<file path="config.mk">
export PLATFORM = sky130hd
export DESIGN_NAME = pwx_win_xlate
export DESIGN_NICKNAME = d
export VERILOG_FILES = /design/src/rtl/pwx_pkg.sv /design/src/rtl/pwx_rst_sync.sv /design/src/rtl/pwx_regfile.sv /design/src/rtl/pwx_base_calc.sv /design/src/rtl/pwx_xlate.sv /design/src/rtl/pwx_win_xlate.sv
export SDC_FILE = /design/constraint.sdc
export NUM_CORES = 1
export LEC_CHECK = 0
export ABC_AREA = 0
export BUFFER_PORTS_ARGS = -buffer_cell sky130_fd_sc_hd__buf_2
export CAP_MARGIN = 20
export CORE_UTILIZATION = 59
export DETAILED_ROUTE_END_ITERATION = 7
export MAX_ROUTING_LAYER = met4
export PLACE_DENSITY = 0.8
export SKIP_CTS_REPAIR_TIMING = 1
export SYNTH_ARGS = -nofsm -noshare
export SYNTH_HDL_FRONTEND = slang
export SYNTH_SLANG_ARGS = --single-unit
</file>
<file path="constraint.sdc">
create_clock -name clk -period 10.9 [get_ports clk]
set_input_delay 1.09 -clock clk [delete_from_list [all_inputs] [get_ports clk]]
set_output_delay 1.09 -clock clk [all_outputs]
set_load 0.005 [all_outputs]
</file>
<file path="src/rtl/pwx_pkg.sv">
package pwx_pkg;

  localparam int DATA_W    = 32;
  localparam int REG_AW    = 12;
  localparam int WIN_N     = 3;
  localparam int WIN_IDX_W = 2;
  localparam int NIB_W     = 4;
  localparam logic [1:0] SIZE_WORD = 2'd2;

  // window size per variant and window index
  function automatic logic [DATA_W-1:0] win_size(input int variant, input int idx);
    logic [DATA_W-1:0] s;
    if (variant == 0) begin
      case (idx)
        0:       s = 32'h0C00_0000;
        default: s = 32'h1000_0000;
      endcase
    end else begin
      case (idx)
        0:       s = 32'h0100_0000;
        1:       s = 32'h0400_0000;
        default: s = 32'h0800_0000;
      endcase
    end
    return s;
  endfunction

endpackage

</file>
<file path="src/rtl/pwx_rst_sync.sv">
module pwx_rst_sync (
  input  logic clk,
  input  logic rst_n,
  output logic rst_n_o
);

  logic [1:0] sync_q;

  always_ff @(posedge clk or negedge rst_n) begin
    if (!rst_n) sync_q <= 2'b00;
    else        sync_q <= {sync_q[0], 1'b1};
  end

  assign rst_n_o = sync_q[1];

endmodule

</file>
<file path="src/rtl/pwx_regfile.sv">
module pwx_regfile
  import pwx_pkg::*;
#(
  parameter int AW   = REG_AW,
  parameter int DW   = DATA_W,
  parameter int NWIN = WIN_N
) (
  input  logic                     clk,
  input  logic                     rst_n,
  input  logic                     wr,
  input  logic                     rd,
  input  logic [AW-1:0]            addr,
  input  logic [1:0]               size,
  input  logic [DW-1:0]            wdata,
  output logic [DW-1:0]            rdata,
  output logic                     err,
  output logic [NWIN-1:0][DW-1:0]  map_o
);

  localparam int NREG   = 2 * NWIN + 2;
  localparam int IDXW   = $clog2(NREG);
  localparam int SELF_I = NWIN;
  localparam int FLG_I  = NWIN + 1;
  localparam int SEC_I  = NWIN + 2;

  logic [NWIN-1:0][DW-1:0] map_q, map_d;
  logic [NWIN-1:0][DW-1:0] sec_q, sec_d;
  logic [DW-1:0]           self_q, self_d;
  logic [DW-1:0]           flg_q, flg_d;

  logic [IDXW-1:0] idx;
  logic            aligned, hi_zero, idx_ok, size_ok, hit, we;

  // decode
  always_comb begin
    idx     = addr[IDXW+1:2];
    aligned = (addr[1:0] == 2'b00);
    hi_zero = (addr[AW-1:IDXW+2] == '0);
    idx_ok  = (int'(idx) < NREG);
    size_ok = (size == SIZE_WORD);
    hit     = aligned && hi_zero && idx_ok && size_ok;
    err     = (wr || rd) && !hit;
    we      = wr && hit;
  end

  // next state
  always_comb begin
    map_d  = map_q;
    sec_d  = sec_q;
    self_d = self_q;
    flg_d  = flg_q;
    for (int i = 0; i < NWIN; i++) begin
      if (int'(idx) == i)         map_d[i] = wdata;
      if (int'(idx) == SEC_I + i) sec_d[i] = wdata;
    end
    if (int'(idx) == SELF_I) self_d = wdata;
    if (int'(idx) == FLG_I)  flg_d  = wdata;
  end

  // state registers with write enable
  always_ff @(posedge clk or negedge rst_n) begin
    if (!rst_n) begin
      map_q  <= '0;
      sec_q  <= '0;
      self_q <= '0;
      flg_q  <= '0;
    end else if (we) begin
      map_q  <= map_d;
      sec_q  <= sec_d;
      self_q <= self_d;
      flg_q  <= flg_d;
    end
  end

  // read mux
  always_comb begin
    rdata = '0;
    if (rd && hit) begin
      for (int i = 0; i < NWIN; i++) begin
        if (int'(idx) == i)         rdata = map_q[i];
        if (int'(idx) == SEC_I + i) rdata = sec_q[i];
      end
      if (int'(idx) == SELF_I) rdata = self_q;
      if (int'(idx) == FLG_I)  rdata = flg_q;
    end
  end

  assign map_o = map_q;

endmodule

</file>
<file path="src/rtl/pwx_base_calc.sv">
module pwx_base_calc
  import pwx_pkg::*;
#(
  parameter int VARIANT = 0,
  parameter int DW      = DATA_W,
  parameter int NWIN    = WIN_N
) (
  input  logic [NWIN-1:0][DW-1:0] map_i,
  output logic [NWIN-1:0][DW-1:0] base_o,
  output logic [NWIN-1:0][DW-1:0] size_o
);

  for (genvar g = 0; g < NWIN; g++) begin : g_win
    localparam logic [DW-1:0] SZ = win_size(VARIANT, g);
    if (VARIANT == 0) begin : g_nib
      assign base_o[g] = {map_i[g][NIB_W-1:0], {(DW-NIB_W){1'b0}}};
    end else begin : g_msk
      assign base_o[g] = map_i[g] & ~(SZ - 1'b1);
    end
    assign size_o[g] = SZ;
  end

endmodule

</file>
<file path="src/rtl/pwx_xlate.sv">
module pwx_xlate
  import pwx_pkg::*;
#(
  parameter int DW   = DATA_W,
  parameter int NWIN = WIN_N,
  parameter int WINW = WIN_IDX_W
) (
  input  logic                    req,
  input  logic [WINW-1:0]         win,
  input  logic [DW-1:0]           off,
  input  logic [NWIN-1:0][DW-1:0] base_i,
  input  logic [NWIN-1:0][DW-1:0] size_i,
  output logic [DW-1:0]           addr,
  output logic                    valid,
  output logic                    range_err
);

  logic [DW-1:0] sel_base, sel_size;
  logic          win_ok, in_rng;

  always_comb begin
    sel_base = '0;
    sel_size = '0;
    win_ok   = 1'b0;
    for (int i = 0; i < NWIN; i++) begin
      if (int'(win) == i) begin
        sel_base = base_i[i];
        sel_size = size_i[i];
        win_ok   = 1'b1;
      end
    end
    in_rng    = win_ok && (off < sel_size);
    valid     = req && in_rng;
    range_err = req && !in_rng;
    addr      = valid ? (sel_base + off) : '0;
  end

endmodule

</file>
<file path="src/rtl/pwx_win_xlate.sv">
module pwx_win_xlate
  import pwx_pkg::*;
#(
  parameter int VARIANT = 0,
  parameter int AW      = REG_AW,
  parameter int DW      = DATA_W,
  parameter int NWIN    = WIN_N,
  parameter int WINW    = WIN_IDX_W
) (
  input  logic            clk,
  input  logic            rst_n,
  input  logic            reg_wr,
  input  logic            reg_rd,
  input  logic [AW-1:0]   reg_addr,
  input  logic [1:0]      reg_size,
  input  logic [DW-1:0]   reg_wdata,
  output logic [DW-1:0]   reg_rdata,
  output logic            reg_err,
  input  logic            xl_req,
  input  logic [WINW-1:0] xl_win,
  input  logic [DW-1:0]   xl_off,
  output logic [DW-1:0]   xl_addr,
  output logic            xl_valid,
  output logic            xl_range_err
);

  logic                    rst_n_i;
  logic [NWIN-1:0][DW-1:0] map_w, base_w, size_w;

  pwx_rst_sync u_rst (
    .clk     (clk),
    .rst_n   (rst_n),
    .rst_n_o (rst_n_i)
  );

  pwx_regfile #(.AW(AW), .DW(DW), .NWIN(NWIN)) u_regs (
    .clk   (clk),
    .rst_n (rst_n_i),
    .wr    (reg_wr),
    .rd    (reg_rd),
    .addr  (reg_addr),
    .size  (reg_size),
    .wdata (reg_wdata),
    .rdata (reg_rdata),
    .err   (reg_err),
    .map_o (map_w)
  );

  pwx_base_calc #(.VARIANT(VARIANT), .DW(DW), .NWIN(NWIN)) u_base (
    .map_i  (map_w),
    .base_o (base_w),
    .size_o (size_w)
  );

  pwx_xlate #(.DW(DW), .NWIN(NWIN), .WINW(WINW)) u_xl (
    .req       (xl_req),
    .win       (xl_win),
    .off       (xl_off),
    .base_i    (base_w),
    .size_i    (size_w),
    .addr      (xl_addr),
    .valid     (xl_valid),
    .range_err (xl_range_err)
  );

endmodule

</file>
After elaboration in Yosys (flattened, before gate mapping)
Index checks and enable logic that the tools add are counted.
- register bits: 258
- bits of input ports: 85
- word-level logic and storage cells: 63
- add/subtract/negate cells: 1
- order comparisons: 1
- equal/unequal tests: 10
- multiplexer cells: 19
- reduce and logical (&&, ||, !) cells: 23
- operators with widths (kind ; count):
    two-way mux 32 bit ; 13
    two-way mux 29 bit ; 2
    adder 32 bit ; 1
    < comparator 32 x 29 -> 1 bit ; 1
    two-way mux 28 bit ; 1
    AND reduction 2 bit ; 8
    == test 3 bit (second input constant) ; 4
    logical AND 1 bit ; 8
    logical NOT 7 bit ; 1
    == test 2 bit (second input constant) ; 3
    == test 3 x 2 -> 1 bit (second input constant) ; 2
    logical NOT 2 bit ; 2
    == test 3 x 1 -> 1 bit (second input constant) ; 1
    logical NOT 3 bit ; 1
    two-way mux 1 bit ; 3
    logical NOT 1 bit ; 2
    logical OR 1 bit ; 1

Longest topological paths before layout
- depth in word-level cells: 10
- gate-level depth with buffers: 10
- depth with buffers taken out: 10

Hierarchy
Synthesis repeated with hierarchy kept, for this count alone.
- cells, all modules: 1610
- area total of the unflattened synthesis: 17225.3 µm²
- modules (own cells, without submodules) (module ; times used ; cells each ; area an instance (µm²)):
    pwx_regfile ; 1 ; 833 ; 11850.1
    pwx_xlate ; 1 ; 580 ; 3872.5
    pwx_base_calc ; 1 ; 194 ; 1448.9
    pwx_rst_sync ; 1 ; 3 ; 53.8

Worst setup path before layout
Ideal clock, no wire load.
- kind: input port to output port
- start: input port xl_win[1]
- end: output port xl_addr[31]
- data arrival time: 2.833 ns
- data required time: 9.810 ns
- setup slack: 6.977 ns
- stages: 10
- buffers on the path: 0
- path through: inv_1 -> ha_1 -> nor2b_1 -> a22oi_1 -> o21ai_0 -> ha_1 -> a21o_1 -> a21oi_1 -> xor3_1 -> nor2b_1
- word-level cells in the longest chain between the ends: 8
- elaborated cells between the ends (all ways): 17
- those cells by class: 1 x add/sub; 1 x order compare; 2 x eq/ne; 10 x mux; 3 x reduce/logical
- ends and longest elaborated chain (element ; line ; RTL):
    start, declared ; pwx_win_xlate.sv:20 ; input logic [WINW-1:0] xl_win,
    logical NOT 2 bit ; pwx_xlate.sv:26 ; if (int'(win) == i) begin
    two-way mux 28 bit ; pwx_xlate.sv:26 ;
    two-way mux 29 bit (2 in a row) ; pwx_xlate.sv:26 ;
    < comparator 32 x 29 -> 1 bit ; pwx_xlate.sv:32 ; in_rng = win_ok && (off < sel_size);
    logical AND 1 bit ; pwx_xlate.sv:32 ;
    logical AND 1 bit ; pwx_xlate.sv:33 ; valid = req && in_rng;
    two-way mux 32 bit * ; pwx_xlate.sv:35 ; addr = valid ? (sel_base + off) : '0;
    end, declared ; pwx_win_xlate.sv:22 ; output logic [DW-1:0] xl_addr,
Mark *: on every way between the ends. The rest lies on a longest branch, timed or not.

Worst setup path in the final report
- start: input port reg_addr[2]
- end: output port reg_rdata[21]
- word-level cells in the longest chain between the ends: 10
- elaborated cells between the ends (all ways): 17
- those cells by class: 7 x eq/ne; 9 x mux; 1 x reduce/logical
- ends and longest elaborated chain (element ; line ; RTL):
    start, declared ; pwx_win_xlate.sv:14 ; input logic [AW-1:0] reg_addr,
    logical NOT 3 bit ; pwx_regfile.sv:80 ; if (int'(idx) == i) rdata = map_q[i];
    two-way mux 32 bit ; pwx_regfile.sv:80 ;
    two-way mux 32 bit ; pwx_regfile.sv:81 ; if (int'(idx) == SEC_I + i) rdata = sec_q[i];
    two-way mux 32 bit ; pwx_regfile.sv:80 ;
    two-way mux 32 bit ; pwx_regfile.sv:81 ;
    two-way mux 32 bit ; pwx_regfile.sv:80 ;
    two-way mux 32 bit ; pwx_regfile.sv:81 ;
    two-way mux 32 bit ; pwx_regfile.sv:83 ; if (int'(idx) == SELF_I) rdata = self_q;
    two-way mux 32 bit * ; pwx_regfile.sv:84 ; if (int'(idx) == FLG_I) rdata = flg_q;
    two-way mux 32 bit * ; pwx_regfile.sv:78 ; if (rd && hit) begin
    end, declared ; pwx_win_xlate.sv:17 ; output logic [DW-1:0] reg_rdata,
Marks and branches as above.

==> results.py <==
metrics = {
    "global_route": {
        "grt_pass1_wl_mm": 46.5,
        "grt_pass1_vias": 8510,
        "antenna_found_initial": 1,
        "grt_max_degree": 83,
        "grt_usage_pct": 28.3,
        "grt_overflow": 0,
    },
    "outcome": {
        "outcome": "finished clean",
    },
    "final_layout": {
        "multi_input_area_um2": 5620,
        "final_layout_size_suffix_gt1_share_pct": 46.5,
        "nets": 1170,
        "final_cell_mix": "260 x mux2_2, 257 x dfrtp_1, 150 x buf_2, 56 x nor2_1, 31 x and2_1",
        "final_cells": 1366,
        "regArea_um2": 6460,
        "final_common_cell": "mux2_2",
        "syn_to_final_growth_pct": 14.8,
        "fill_cells": 1386,
    },
    "route": {
        "ant_nets": 0,
        "vias_per_cell": 6.06,
        "drt_iter0_markers": 507,
        "totalWireLength_mm": 29.0,
        "drc": 0,
        "wl_per_cell_um": 21.3,
        "vias": 8277,
        "dr.pass1.iters": 4,
    },
    "timing": {
        "period_minus_slack_ps": 4900,
        "final_hold_viol_count": 0,
        "timing.fmax_mhz": 204,
        "setup_tns_ps": 0,
        "drv_slew": 0,
        "grt_setup_unrepaired": "false",
        "fin_skew_ps": 9.30,
        "setup_viol": 0,
        "tightest_slew_ps": 956,
        "hold_ws_ps": 318,
        "fin_crit_sh_pct": 45.0,
        "fin_ws_ps": 6000,
        "maxSlewHeadroom_pct": 36.3,
    },
    "setup_path": {
        "crit_type": "input pin to output port",
        "required_ps": 9810,
        "cp-start-kind": "input pin",
        "cp.arrival_ps": 3810,
        "path_cells": "buf_4, buf_4, nor2_1, nand2_1, buf_4, nor2_1, a2111oi_0, buf_2",
        "crit_path_top_delay_cell": "buf_4",
        "end_kind": "output port",
        "cpMostUsedCell": "buf_4",
        "crit_fanout": 68,
        "slowest_delay_ps": 800,
    },
    "pwr": {
        "p_total_mw": 2.02,
        "pwr_density_cell_nw_per_um2": 141,
        "swShare_pct": 22.2,
        "max-vdd-ir-drop_mv": 0.173,
        "seq_power_share_pct": 47.6,
        "power.internal_mw": 1.57,
        "leakagePower_nw": 7.35,
        "pwr-share-clk_pct": 46.9,
        "p_comb_share_pct": 5.4,
        "p_sw_mw": 0.448,
    },
    "yosys": {
        "synthesis.area_um2": 12500,
        "ys_seq_area_share_pct": 51.6,
        "synth.distinct_cells": 50,
        "synth_seq_cells": 258,
        "syn_nets": 1033,
        "ys.flop_type": "dfrtp_1",
        "synth-edff-count": 0,
        "syn_inst": 937,
        "asyncSetResetFlopFracSynth_pct": 100,
        "yosys_warnings": 0,
        "syn_avg_cell_area_um2": 13.4,
    },
    "floorplan": {
        "fp-row-count": 52,
        "core_um2": 20500,
        "die_y_um": 148,
        "start_util_pct": 61.1,
        "die-area_um2": 21800,
        "pin_count": 152,
        "fp.dieW_um": 148,
    },
    "place": {
        "preCtsSetupSlack_ps": 6050,
        "hpwl_mm": 17.7,
        "place_inst": 1313,
        "routabilityCongestion": 0.788,
        "port_buffers": 151,
    },
    "clock_network": {
        "ctsRootBufferMaster": "clkbuf_16",
        "htreeDepth": 1,
        "cts_buffer_depth": 3,
        "cts_buffers": 27,
        "clkTransAtPathRegs_ps": 60,
        "clk_latency_ps": 520,
        "cts_tree": "done",
        "cts_sinks": 258,
    },
    "run": {
        "max-cap-violations": 0,
    },
    "worst_hold_path": {
        "hp-class": "flip-flop to async pin",
    },
}
-- power groups by stage --
stage	combinational [mW]	clock (mW)	sequential (mW)
final	0.110	0.949	0.963
after floorplan	0.0471	0	0.991
after CTS	0.108	0.964	0.963
after global placement	0.107	0	0.981
after detailed placement	0.108	0	0.981
after global routing	0.121	1.00	0.963
-- cell type report --
| type | instances | area share, % |
|---|---|---|
| Clock buffer | 43 | 5.89 |
| Sequential cell | 258 | 45.0 |
| Timing Repair Buffer | 170 | 6.55 |
| Antenna cell | 1 | 0.0174 |
| Inverter | 18 | 0.470 |
| Multi-Input combinational cell | 599 | 39.1 |
| Tap cell | 270 | 2.35 |
| Clock inverter | 7 | 0.662 |
-- Yosys cell counts, drive strengths merged, types with 5 or more instances --
| library cell | instances | area [um2] |
|---|---|---|
| mux2 | 278 | 3130 |
| dfrtp | 258 | 6460 |
| nor2 | 59 | 229 |
| buf | 43 | 318 |
| and2 | 31 | 194 |
| o22ai | 29 | 181 |
| nand2 | 26 | 97.6 |
| a2111oi | 19 | 166 |
| clkbuf | 19 | 71.3 |
| mux4 | 19 | 428 |
| inv | 18 | 67.6 |
| mux2i | 18 | 180 |
| nor2b | 16 | 100 |
| nor3 | 16 | 130 |
| o21ai | 11 | 55.1 |
| o2bb2ai | 11 | 96.3 |
| ha | 10 | 125 |
| a31oi | 6 | 37.5 |
| and3 | 6 | 37.5 |
| a21oi | 5 | 25.0 |
| a221oi | 5 | 43.8 |
| nor4bb | 5 | 50.1 |
-- registers in the layout (all words and copies together) (netlist names) --
signal         cells
u_regs.sec_q      96
u_regs.map_o      96
u_regs.self_q     32
u_regs.flg_q      32
u_rst.sync_q       2
-- cell families (layout without fill, tap and decap cells) --
logic type / Yosys count / in the layout / share of synthesized area [%]
compound gates: 98 / 98 / 5.67
xor+xnor: 2 / 2 / 0.260
fa+ha+maj: 11 / 11 / 1.16
buf+inv: 80 / 238 / 3.65
flops: 258 / 258 / 51.6
mux: 315 / 315 / 29.9
other cells: 1 / 2 / 0.0300
simple gates: 172 / 172 / 7.77
-- critical path: cells and delay by family --
family | cells | cell delay, ps
compound gates | 1 | 430
buf+inv | 4 | 1650
simple gates | 3 | 620
-- per-stage QoR --
stage          utilization (%)  area (um2)
2_1_floorplan                -       12500
3_3_place_gp              65.2       13400
3_5_place_dp              65.2       13400
4_1_cts                   69.8       14300
5_1_grt                   70.1       14400
6_report                  70.1       14400
-- metal layers --
layer	GRT usage [%]	wire, um
met2	46.5	14200
met4	9.28	896
met5	-	0
met1	36.4	12200
met3	4.10	1770
-- worst paths after layout --
path	slack (ps)	depth (start not counted)	to	startpoint
worst max-delay path	6000	8	reg_rdata[21]	reg_addr[2]
worst min-delay path	320	0	u_regs.map_o[16]$_DFFE_PN0P_	u_rst.sync_q[1]$_DFF_PN0_
worst max register to register	8730	3	u_regs.sec_q[31]$_DFFE_PN0P_	u_rst.sync_q[1]$_DFF_PN0_
worst min register to register	320	0	u_regs.map_o[16]$_DFFE_PN0P_	u_rst.sync_q[1]$_DFF_PN0_
max in group asynchronous	8730	3	u_regs.sec_q[31]$_DFFE_PN0P_	u_rst.sync_q[1]$_DFF_PN0_
min in group clk	350	0	u_rst.sync_q[1]$_DFF_PN0_	u_rst.sync_q[0]$_DFF_PN0_
(Power assumes the default switching activity.)
